==> config.mk <==
export PLATFORM = sky130hd
export DESIGN_NAME = seg_dac_encoder
export DESIGN_NICKNAME = d
export VERILOG_FILES = /design/src/rtl/seg_therm_dec.sv /design/src/rtl/seg_en_reg.sv /design/src/rtl/seg_dac_encoder.sv
export SDC_FILE = /design/constraint.sdc
export NUM_CORES = 1
export LEC_CHECK = 0
export CORE_AREA = 4 4 41 43
export DETAILED_ROUTE_END_ITERATION = 8
export DIE_AREA = 0 0 45 47
export DONT_BUFFER_PORTS = 1
export PLACE_DENSITY_LB_ADDON = 0.05
export SYNTH_ARGS = -nofsm -noshare
export SYNTH_HDL_FRONTEND = slang
export SYNTH_SLANG_ARGS = --single-unit
==> constraint.sdc <==
create_clock -name clk -period 0.8 [get_ports clk]
set_clock_uncertainty 0.1 [all_clocks]
set_input_delay 0.16 -clock clk [delete_from_list [all_inputs] [get_ports clk]]
set_output_delay 0.16 -clock clk [all_outputs]
set_load 0.02 [all_outputs]
==> src/rtl/seg_therm_dec.sv <==
module seg_therm_dec #(
  parameter int IN_W  = 4,
  localparam int OUT_W = (1 << IN_W) - 1
) (
  input  logic [IN_W-1:0]  bin,
  output logic [OUT_W-1:0] therm
);
  // Each output compares its own index against the code.
  for (genvar i = 0; i < OUT_W; i++) begin : g_cmp
    assign therm[i] = (32'(bin) > i);
  end
endmodule

==> src/rtl/seg_en_reg.sv <==
module seg_en_reg #(
  parameter int W = 4
) (
  input  logic         clk,
  input  logic         rst,
  input  logic [W-1:0] d,
  output logic [W-1:0] q
);
  always_ff @(posedge clk) begin
    if (rst) q <= '0;
    else     q <= d;
  end
endmodule

==> src/rtl/seg_dac_encoder.sv <==
module seg_dac_encoder #(
  parameter int CODE_W  = 8,
  parameter int LO_BITS = 4,
  localparam int HI_BITS = CODE_W - LO_BITS,
  localparam int THERM_W = (1 << HI_BITS) - 1
) (
  input  logic               clk,
  input  logic               rst,
  input  logic [CODE_W-1:0]  code,
  output logic [LO_BITS-1:0] lsb_en,
  output logic [THERM_W-1:0] msb_en
);
  logic [LO_BITS-1:0] lo_field;
  logic [HI_BITS-1:0] hi_field;
  logic [THERM_W-1:0] therm_next;

  assign lo_field = code[LO_BITS-1:0];
  assign hi_field = code[CODE_W-1:LO_BITS];

  seg_therm_dec #(.IN_W(HI_BITS)) u_dec (.bin(hi_field), .therm(therm_next));

  seg_en_reg #(.W(LO_BITS)) u_lsb_reg (.clk(clk), .rst(rst), .d(lo_field),   .q(lsb_en));
  seg_en_reg #(.W(THERM_W)) u_msb_reg (.clk(clk), .rst(rst), .d(therm_next), .q(msb_en));

  // Named events for the checks below.
  logic [CODE_W-1:0] weighted_sum;
  logic              therm_packed;
  logic              started;
  assign weighted_sum = CODE_W'(lsb_en) + CODE_W'($countones(msb_en) << LO_BITS);
  assign therm_packed = ((msb_en & (msb_en + 1'b1)) == '0);

  always_ff @(posedge clk) begin
    if (rst) started <= 1'b1;
  end

  assert_reset_clear_R1: assert property (@(posedge clk) rst |=> (lsb_en == '0 && msb_en == '0));
  assert_lsb_pass_R2: assert property (@(posedge clk) disable iff (rst) started |=> lsb_en == $past(lo_field));
  assert_count_R3: assert property (@(posedge clk) disable iff (rst)
    started |=> $countones(msb_en) == int'($past(hi_field)));
  assert_packed_R4: assert property (@(posedge clk) disable iff (rst) started |-> therm_packed);
  assert_sum_R6: assert property (@(posedge clk) disable iff (rst) started |=> weighted_sum == $past(code));
  assert_carry_R7: assert property (@(posedge clk) disable iff (rst)
    (started && !$past(rst) && $countones(msb_en) == $countones($past(msb_en)) + 1)
      |-> (($past(msb_en) & ~msb_en) == '0 && $countones(msb_en & ~$past(msb_en)) == 1));
endmodule

==> summary.md <==
| Metric | Value |
|---|---|
| Status | `complete, but fails checks` |
| Violated checks | `hold timing, setup timing` |
| Hold Path Origin | `rst` |
| Syn Nets | `63` |
| Post-Route Setup TNS | `-2.28 ns` |
| Worst vdd ir | `0.873 mV` |
| Tot Pwr | `1.59 mW` |
| IO Pins | `29` |
| Pint | `1.23 mW` |
| Area Overhead vs Synth | `33.5%` |
| TritonCTS clock tree | `built` |
| Inst Count DP | `65` |
| Critical Path RT | `0.54 ns` |
| Comb pwr share | `0.059` |
| Worst-path clk slew | `0.09 ns` |
| TritonCTS buffer count | `3` |
| RSZ-0062 raised after global routing | `true` |
| ANT nets after route | `0` |
| Max Clk Rate | `1080 MHz` |
| Crit path capture | `msb_en[10]` |
| Vias in the first global route | `323` |
| DR iter-0 viols | `1` |
| Place WS | `0.112 ns` |
| Crit. End Element | `primary output` |
| Core ar. | `1300 um^2` |
| Layout cell share with drive strength beyond 1 | `0.413` |
| Final Setup Violations | `19` |
| Fill cell count | `104` |
| Sw Pwr | `0.358 mW` |
| Final min period | `0.926 ns` |
| Initial core utilization | `0.439` |
| Yosys reg bits | `19` |
| IO Port Bufs | `0` |
| Hold Violations, Final | `12` |
| PD cells | `2080 nW/um^2` |
| Drt total wl | `918 um` |
| Synth Area in Simple Gates | `0.228` |
| Post-Synthesis Cells | `53` |
| Xor and xnor area share after synthesis | `0` |
| Clk pwr share | `0.275` |
| Max Cap Viol | `0` |
| Leak pwr | `0.321 nW` |
| Largest net degree at the start of global routing | `13` |
| Clock root buffer | `clkbuf_4` |
| Die W | `45 um` |
| Reg power frac | `0.666` |
| Post-synthesis sequential area ratio | `0.665` |
| Slew HR | `0.859` |
| Mux share of post-synthesis cell area | `0` |
| TritonRoute pass-1 iters | `2` |
| Most common cell after layout, fill and taps aside | `dfxtp_4` |
| GP Congestion | `0.724` |
| Sw frac | `0.225` |
| Synth Area in Compound Gates | `0.0525` |
| Largest family of logic cells by synthesized area | `simple AND/OR/NAND/NOR gates` |
| Final Slew Violations | `0` |
| H-tree depth | `1` |
| Hold-fix buffers, CTS | `10` |
| CP arrival | `0.67 ns` |
| Via-to-Cell Ratio | `4.76` |
| Num rows | `13` |
| Worst Tran Pin Value | `0.211 ns` |
| Hold WS | `-0.171 ns` |
| Fin nets | `74` |
| Crit. Startpoint | `u_msb_reg.q[10]` |
| Final period utilization | `1.16` |
| # diodes | `0` |
| Grt ovf | `0` |
| Setup ws final | `-0.126 ns` |
| Synthesized cell area | `572 um^2` |
| Crit start category | `flop` |
| Unique masters post-synth | `15` |
| Clock Sink Count | `19` |
| Crit Path Class | `flop to primary output` |
| Die Ht | `47 um` |
| Commonest cells after routing, fill and taps aside | `19 x dfxtp_4, 11 x nor2_1, 9 x dlygate4sd3_1` |
| Fin cells | `78` |
| # Post-CTS Setup Buffers | `0` |
| First-pass GRT wire length | `1280 um` |
| HP Class | `primary input to flop` |
| Remaining DRCs | `0` |
| Antenna violations before repair | `0` |
| Ys Warns | `0` |
| Die area | `2120 um^2` |
| WL per Instance | `11.8 um` |
| Syn Area/Cell | `10.8 um^2` |
| Number of stages on the worst setup path | `0` |
| GRT Total Usage | `0.0911` |
| Clock Path Buffers | `2` |
| Via Count | `371` |
| Max FO, Critical Path | `1` |
| Post-synthesis adder-cell area fraction | `0` |
[flip-flops by register name, summed over array words and instances, names as in the netlist]
register / flops
u_msb_reg.q: 15
u_lsb_reg.q: 4
[layer usage]
metal	up-vias	wire (um)	global-route usage
met1	167	347	0.0869
met4	0	0	0.0702
li1	185	-	-
met5	-	0	0
met2	19	459	0.150
met3	0	110	0.0460
[power groups by stage]
stage,logic [mW],clock network (mW),registers [mW]
6_report,0.0936,0.437,1.06
5_1_grt,0.105,0.484,1.06
3_3_place_gp,0.0571,0,1.11
2_1_floorplan,0.0747,0,1.10
3_5_place_dp,0.0591,0,1.11
4_1_cts,0.0958,0.456,1.06
[repair_timing]
action / 4_1_cts / 5_1_grt
pin swaps: 0 / 0
setup endpoints to repair: 19 / 22
hold endpoints to repair: 19 / 12
gates resized for setup: 38 / 2
[cells by family after synthesis]
logic type | count (synthesis)
simple gates | 23
flops | 19
compound gates | 6
buf+inv | 5
[cell usage after synthesis]
cell | n | share of area
inv_1 | 2 | 0.013
nor3_1 | 2 | 0.018
buf_4 | 1 | 0.013
nand3b_4 | 1 | 0.035
nand2b_1 | 1 | 0.011
o21ai_0 | 2 | 0.018
nand2b_4 | 1 | 0.024
dfxtp_1 | 19 | 0.67
a21oi_1 | 4 | 0.035
buf_2 | 1 | 0.0087
nand2_1 | 2 | 0.013
buf_6 | 1 | 0.020
nor2_2 | 1 | 0.011
nor2_1 | 11 | 0.072
nor2b_1 | 4 | 0.044
[stage by stage]
step / utilization / instance area, um^2
after global placement: 0.436 / 567
after detailed placement: 0.436 / 567
final: 0.587 / 763
after global routing: 0.587 / 763
after floorplan: - / 572
after CTS: 0.588 / 764
[worst min-delay path by stage]
stage / to / cells past startpoint / slack (ns)
2_1_floorplan: u_msb_reg.q[5] / 2 / 0.18
4_1_cts: u_msb_reg.q[0] / 1 / -0.18
3_3_place_gp: u_lsb_reg.q[0] / 1 / 0.13
5_1_grt: u_msb_reg.q[0] / 1 / -0.18
6_report: u_msb_reg.q[0] / 1 / -0.17
3_5_place_dp: u_msb_reg.q[0] / 1 / 0.13
[final cells by class]
class,instances,area (um^2),share of cell area
sequential,19,452,0.592
multi-input combinational,29,169,0.221
clock buffer,4,26.3,0.0344
timing repair buffer,9,90.1,0.118
inverter,2,7.51,0.00984
tap,15,18.8,0.0246
(Power assumes the default switching activity.)
